==> src/rtl/flash_erase_pkg.sv <==
package flash_erase_pkg;
  localparam logic [7:0] OP_WR_EN  = 8'h06;
  localparam logic [7:0] OP_STATUS = 8'h05;
  localparam int BIT_BUSY = 0;
  localparam int BIT_WEL  = 1;

  typedef enum logic [2:0] {
    ST_IDLE,
    ST_WREN,
    ST_CHK_OP,
    ST_CHK_RD,
    ST_ERASE,
    ST_POLL_OP,
    ST_POLL_RD,
    ST_TAIL
  } seq_state_e;
endpackage

==> src/rtl/spi_byte_xfer.sv <==
module spi_byte_xfer #(
  parameter int CLK_DIV = 2
) (
  input  logic       clk_i,
  input  logic       rst_ni,
  input  logic       go_i,
  input  logic [7:0] tx_i,
  input  logic       miso_i,
  output logic       sck_o,
  output logic       mosi_o,
  output logic [7:0] rx_o,
  output logic       done_o
);
  localparam int DW = $clog2(CLK_DIV + 1);

  logic [DW-1:0] div_cnt;
  logic [2:0]    bit_cnt;
  logic [7:0]    tx_sr;
  logic          active;
  logic          tick;

  assign tick   = (div_cnt == DW'(CLK_DIV - 1));
  assign mosi_o = tx_sr[7];

  always_ff @(posedge clk_i or negedge rst_ni) begin
    if (!rst_ni) begin
      div_cnt <= '0;
      bit_cnt <= '0;
      tx_sr   <= '0;
      rx_o    <= '0;
      active  <= 1'b0;
      sck_o   <= 1'b0;
      done_o  <= 1'b0;
    end else begin
      done_o <= 1'b0;
      if (go_i && !active) begin
        active  <= 1'b1;
        tx_sr   <= tx_i;
        sck_o   <= 1'b0;
        bit_cnt <= '0;
        div_cnt <= '0;
      end else if (active) begin
        if (tick) begin
          div_cnt <= '0;
          if (!sck_o) begin
            sck_o <= 1'b1;
            rx_o  <= {rx_o[6:0], miso_i};  // sample on rising edge
          end else begin
            sck_o <= 1'b0;
            if (bit_cnt == 3'd7) begin
              active <= 1'b0;
              done_o <= 1'b1;
            end else begin
              bit_cnt <= bit_cnt + 3'd1;
              tx_sr   <= {tx_sr[6:0], 1'b0};
            end
          end
        end else begin
          div_cnt <= div_cnt + DW'(1);
        end
      end
    end
  end

  p_sck_only_active_r2: assert property (@(posedge clk_i) disable iff (!rst_ni)
    sck_o |-> active);
  p_mosi_stable_high_r2: assert property (@(posedge clk_i) disable iff (!rst_ni)
    (sck_o && $past(sck_o)) |-> $stable(mosi_o));
endmodule

==> src/rtl/cs_gap_timer.sv <==
module cs_gap_timer #(
  parameter int CS_GAP = 4
) (
  input  logic clk_i,
  input  logic rst_ni,
  input  logic cs_n_i,
  output logic gap_ok_o
);
  localparam int CW = $clog2(CS_GAP + 1);

  logic [CW-1:0] cnt;

  assign gap_ok_o = (cnt >= CW'(CS_GAP));

  always_ff @(posedge clk_i or negedge rst_ni) begin
    if (!rst_ni)         cnt <= '0;
    else if (!cs_n_i)    cnt <= '0;
    else if (!gap_ok_o)  cnt <= cnt + CW'(1);
  end

  p_gap_clears_r7: assert property (@(posedge clk_i) disable iff (!rst_ni)
    !cs_n_i |=> !gap_ok_o);
endmodule

==> src/rtl/flash_erase_seq.sv <==
module flash_erase_seq
  import flash_erase_pkg::*;
#(
  parameter int         CLK_DIV    = 2,
  parameter int         CS_GAP     = 4,
  parameter int         POLL_LIMIT = 8,
  parameter logic [7:0] ERASE_OP   = 8'hC7
) (
  input  logic clk_i,
  input  logic rst_ni,
  input  logic start_i,
  output logic done_o,
  output logic err_o,
  output logic cs_n_o,
  output logic sck_o,
  output logic mosi_o,
  input  logic miso_i
);
  localparam int PW = $clog2(POLL_LIMIT + 1);

  seq_state_e    state_q;
  logic          go_q;
  logic [7:0]    tx_q;
  logic [7:0]    rx;
  logic          xfer_done;
  logic          gap_ok;
  logic [PW-1:0] poll_cnt;
  logic          unused_rx;

  assign unused_rx = ^rx[7:2];

  spi_byte_xfer #(.CLK_DIV(CLK_DIV)) u_xfer (
    .clk_i  (clk_i),
    .rst_ni (rst_ni),
    .go_i   (go_q),
    .tx_i   (tx_q),
    .miso_i (miso_i),
    .sck_o  (sck_o),
    .mosi_o (mosi_o),
    .rx_o   (rx),
    .done_o (xfer_done)
  );

  cs_gap_timer #(.CS_GAP(CS_GAP)) u_gap (
    .clk_i    (clk_i),
    .rst_ni   (rst_ni),
    .cs_n_i   (cs_n_o),
    .gap_ok_o (gap_ok)
  );

  always_ff @(posedge clk_i or negedge rst_ni) begin
    if (!rst_ni) begin
      state_q  <= ST_IDLE;
      cs_n_o   <= 1'b1;
      go_q     <= 1'b0;
      tx_q     <= '0;
      poll_cnt <= '0;
      done_o   <= 1'b0;
      err_o    <= 1'b0;
    end else begin
      go_q   <= 1'b0;
      done_o <= 1'b0;
      err_o  <= 1'b0;
      unique case (state_q)
        ST_IDLE: if (start_i) state_q <= ST_WREN;
        ST_WREN: begin
          if (cs_n_o) begin
            if (gap_ok) begin cs_n_o <= 1'b0; go_q <= 1'b1; tx_q <= OP_WR_EN; end
          end else if (xfer_done) begin
            cs_n_o  <= 1'b1;
            state_q <= ST_CHK_OP;
          end
        end
        ST_CHK_OP: begin
          if (cs_n_o) begin
            if (gap_ok) begin cs_n_o <= 1'b0; go_q <= 1'b1; tx_q <= OP_STATUS; end
          end else if (xfer_done) begin
            go_q    <= 1'b1;
            tx_q    <= 8'h00;
            state_q <= ST_CHK_RD;
          end
        end
        ST_CHK_RD: begin
          if (xfer_done) begin
            cs_n_o <= 1'b1;
            if (rx[BIT_WEL]) state_q <= ST_ERASE;
            else begin err_o <= 1'b1; state_q <= ST_TAIL; end
          end
        end
        ST_ERASE: begin
          if (cs_n_o) begin
            if (gap_ok) begin cs_n_o <= 1'b0; go_q <= 1'b1; tx_q <= ERASE_OP; end
          end else if (xfer_done) begin
            cs_n_o  <= 1'b1;  // erase begins on this rising edge
            state_q <= ST_POLL_OP;
          end
        end
        ST_POLL_OP: begin
          if (cs_n_o) begin
            if (gap_ok) begin cs_n_o <= 1'b0; go_q <= 1'b1; tx_q <= OP_STATUS; end
          end else if (xfer_done) begin
            go_q     <= 1'b1;
            tx_q     <= 8'h00;
            poll_cnt <= '0;
            state_q  <= ST_POLL_RD;
          end
        end
        ST_POLL_RD: begin
          if (xfer_done) begin
            if (!rx[BIT_BUSY]) begin
              cs_n_o  <= 1'b1;
              done_o  <= 1'b1;
              state_q <= ST_TAIL;
            end else if (poll_cnt == PW'(POLL_LIMIT - 1)) begin
              cs_n_o  <= 1'b1;
              err_o   <= 1'b1;
              state_q <= ST_TAIL;
            end else begin
              poll_cnt <= poll_cnt + PW'(1);
              go_q     <= 1'b1;  // keep streaming, no new opcode
            end
          end
        end
        ST_TAIL: if (gap_ok) state_q <= ST_IDLE;
        default: state_q <= ST_IDLE;
      endcase
    end
  end

  p_idle_cs_high_r1: assert property (@(posedge clk_i) disable iff (!rst_ni)
    (state_q == ST_IDLE) |-> (cs_n_o && !sck_o));
  p_sck_low_deselected_r2: assert property (@(posedge clk_i) disable iff (!rst_ni)
    cs_n_o |-> !sck_o);
  p_erase_needs_wel_r4: assert property (@(posedge clk_i) disable iff (!rst_ni)
    (state_q == ST_ERASE && $past(state_q) == ST_CHK_RD) |-> $past(rx[BIT_WEL]));
  p_cs_gap_r7: assert property (@(posedge clk_i) disable iff (!rst_ni)
    $fell(cs_n_o) |-> $past(gap_ok));
  p_done_err_excl_r8: assert property (@(posedge clk_i) disable iff (!rst_ni)
    !(done_o && err_o));
  p_done_pulse_r8: assert property (@(posedge clk_i) disable iff (!rst_ni)
    done_o |=> !done_o);
  p_err_pulse_r8: assert property (@(posedge clk_i) disable iff (!rst_ni)
    err_o |=> !err_o);
  p_start_ignored_r9: assert property (@(posedge clk_i) disable iff (!rst_ni)
    (state_q != ST_IDLE && state_q != ST_TAIL) |=> (state_q != ST_IDLE));
endmodule

==> config.mk <==
export PLATFORM = sky130hd
export DESIGN_NAME = flash_erase_seq
export DESIGN_NICKNAME = d
export VERILOG_FILES = /design/src/rtl/flash_erase_pkg.sv /design/src/rtl/spi_byte_xfer.sv /design/src/rtl/cs_gap_timer.sv /design/src/rtl/flash_erase_seq.sv
export SDC_FILE = /design/constraint.sdc
export NUM_CORES = 1
export LEC_CHECK = 0
export BUFFER_PORTS_ARGS = -buffer_cell sky130_fd_sc_hd__buf_2
export CAP_MARGIN = 40
export CELL_PAD_IN_SITES_DETAIL_PLACEMENT = 0
export CELL_PAD_IN_SITES_GLOBAL_PLACEMENT = 1
export CORE_ASPECT_RATIO = 1.25
export CORE_MARGIN = 2
export CORE_UTILIZATION = 52
export CTS_CLUSTER_DIAMETER = 40
export DETAILED_ROUTE_END_ITERATION = 10
export GPL_TIMING_DRIVEN = 0
export PLACE_DENSITY_LB_ADDON = 0.1
export SKIP_CTS_REPAIR_TIMING = 1
export SYNTH_ARGS = -nofsm -noshare
export SYNTH_HDL_FRONTEND = slang
export SYNTH_HIERARCHICAL = 1
export SYNTH_SLANG_ARGS = --single-unit
==> constraint.sdc <==
create_clock -name clk_i -period 3.9 [get_ports clk_i]
set_input_delay 0.78 -clock clk_i [delete_from_list [all_inputs] [get_ports clk_i]]
set_output_delay 0.78 -clock clk_i [all_outputs]
set_load 0.005 [all_outputs]
==> out/metrics.yaml <==
routing:
  wire_per_inst_um: 15.1
  firstDrtPassIters: 4
  first_iter_violations: 69
  drc_errors: 0
  ant_nets: 0
  wirelength_mm: 3.94
  vias_per_cell: 5.92
  vias: 1544
clocking:
  clockRootBuffer: "clkbuf_8"
  clk_latency_ns: 0.28
  cts_max_level: 2
  cts_buffers: 5
  clockBufferDepth: 2
  cts.sink_count: 36
  clk_pin_slew_worst_paths_ns: 0.07
  cts_tree: "built"
sta:
  hold_viol: 0
  slew_headroom_pct: 46.5
  fin_skew_ns: 0.00617
  slew_viol_final: 0
  min_period_ns: 1.85
  min_period_over_period_pct: 47.5
  setup_viol: 0
  worst_pin_slew_ns: 0.803
  tns_ns: 0
  rsz0062_at_grt: "false"
  fmax_ghz: 0.540
global_route:
  grt_overflow: 0
  grt_max_degree: 37
  track_usage_pct: 21.6
  antenna_found_initial: 0
  grt_pass1_wl_mm: 6.98
  grt_pass1_vias: 1507
hold_path:
  hold_path.class: "reg -> reg"
  min_from: "poll_cnt[3]"
  min_to: "poll_cnt[3]"
  holdPathStages: 1
power_and_ir_drop:
  p_total_w: 0.000745
  powerDensity_nw_per_um2: 348
  irDropWorstVdd_uv: 261
  leakagePower_nw: 0.989
synth:
  ys_warn_count: 6
  avgSynthCellArea_sq_um: 9.40
  synthCells: 204
  netlist_area_sq_um: 1920
worst_setup_path:
  path_buf_inv: 1
  critPathArrivalTime_ns: 1.07
  crit_fanout: 11
  slowest_stage: "dfstp_2"
  critPathRequiredTime_ns: 3.12
  crit_family: "flip-flops"
  cp-start-kind: "flip-flop"
  path_cells: "buf_2"
  reg2reg_depth: 6
  r2r_start: "u_gap/cnt[2]"
  endpoint_kind: "output port"
  slowest_delay_ns: 0.64
  worstSetupPathType: "reg -> out"
  r2r_slack_ns: 2.13
  r2r-end: "tx_q[0]"
final_layout:
  area_delta_synth_final_pct: 11.6
  diodes: 0
  finish.net_count: 230
  final_layout_size_suffix_gt1_share_pct: 16.2
  final_core_util_pct: 60.9
placed_design:
  portBuffers: 8
  place.gp.congestion: 0.902
  dp_hpwl_mm: 2.79
floorplan:
  die_x_um: 58.3
  core_area_sq_um: 3510
  fp.dieH_um: 71.9
  initial_core_util_pct: 54.6
  std_cell_rows: 24
  fp.dieArea_sq_um: 4190
  ios: 9
job:
  drv_cap: 0
outcome:
  status: "finished clean"
## state kept, by name, indices dropped and copies added, names as in the netlist, 2 cells and up
| name | count |
|---|---|
| poll_cnt | 4 |
| u_xfer/tx_sr | 8 |
| u_gap/cnt | 3 |
| state_q | 3 |
| u_xfer/bit_cnt | 3 |
| u_xfer/rx_o | 2 |
| u_xfer/div_cnt | 2 |
| tx_q | 4 |
## cell type report
| class | count | area [sq um] |
|---|---|---|
| clock inverter | 1 | 30.0 |
| sequential | 36 | 902 |
| tap | 39 | 48.8 |
| clock buffer | 7 | 96.3 |
| buffer | 14 | 78.8 |
| timing repair buffer | 8 | 40.0 |
| fill | 328 | 1370 |
| inverter | 10 | 37.5 |
| multi-input combinational | 146 | 906 |
## per-layer routing
metal  vias up  wire length [um]  share of wire, %  global-route usage, %
met5         -                 0                 0                      0
met4         0                36              0.91                   5.43
met3         4               135               3.4                   4.87
met2        33              2090                53                   37.3
met1       755              1690                43                   27.1
li1        752                 -                 -                      -
## per-stage QoR
stage	hold WS [ns]	setup WS [ns]	instances	instance area, sq um
after floorplan	0.443	2.27	206	1920
after global routing	0.511	1.99	261	2140
after CTS	0.491	2.03	261	2140
after detailed placement	0.479	2.14	253	2010
after global placement	0.468	2.15	253	2010
final	0.497	2.05	261	2140
## where the power goes
| part | switching [W] | leakage [nW] | internal [W] |
|---|---|---|---|
| sequential | 0.000000878 | 0.487 | 0.000375 |
| clock | 0.000133 | 0.0645 | 0.000226 |
| combinational | 0.00000874 | 0.437 | 0.00000220 |
| total | 0.000143 | 0.989 | 0.000603 |
## worst max-delay path by stage
stage / start / to / slack [ns] / depth (start not counted)
after global placement: u_gap/cnt[2] / tx_q[0] / 2.15 / 6
after floorplan: u_gap/cnt[2] / tx_q[0] / 2.27 / 6
after CTS: cs_n_o / cs_n_o / 2.03 / 1
final: cs_n_o / cs_n_o / 2.05 / 1
after global routing: cs_n_o / cs_n_o / 1.99 / 1
after detailed placement: u_gap/cnt[2] / tx_q[0] / 2.14 / 6
## cell usage in the layout, fill, tap and decap left out, types with 2 or more instances in the layout
| cell | count |
|---|---|
| o31ai_1 | 4 |
| buf_4 | 2 |
| clkbuf_8 | 7 |
| nand2b_1 | 3 |
| clkbuf_1 | 4 |
| a21oi_1 | 15 |
| conb_1 | 3 |
| ha_1 | 5 |
| a22o_1 | 2 |
| buf_2 | 14 |
| xnor2_1 | 2 |
| nand3_1 | 7 |
| and2_1 | 3 |
| mux2_2 | 3 |
| nor2b_1 | 5 |
| o21ai_0 | 21 |
| a31oi_1 | 6 |
| nand2_1 | 11 |
| inv_1 | 9 |
| o211ai_1 | 4 |
| nor2_1 | 21 |
| dfrtp_1 | 35 |
| nor3_1 | 2 |
No activity file was read; power rests on OpenSTA's default activity.
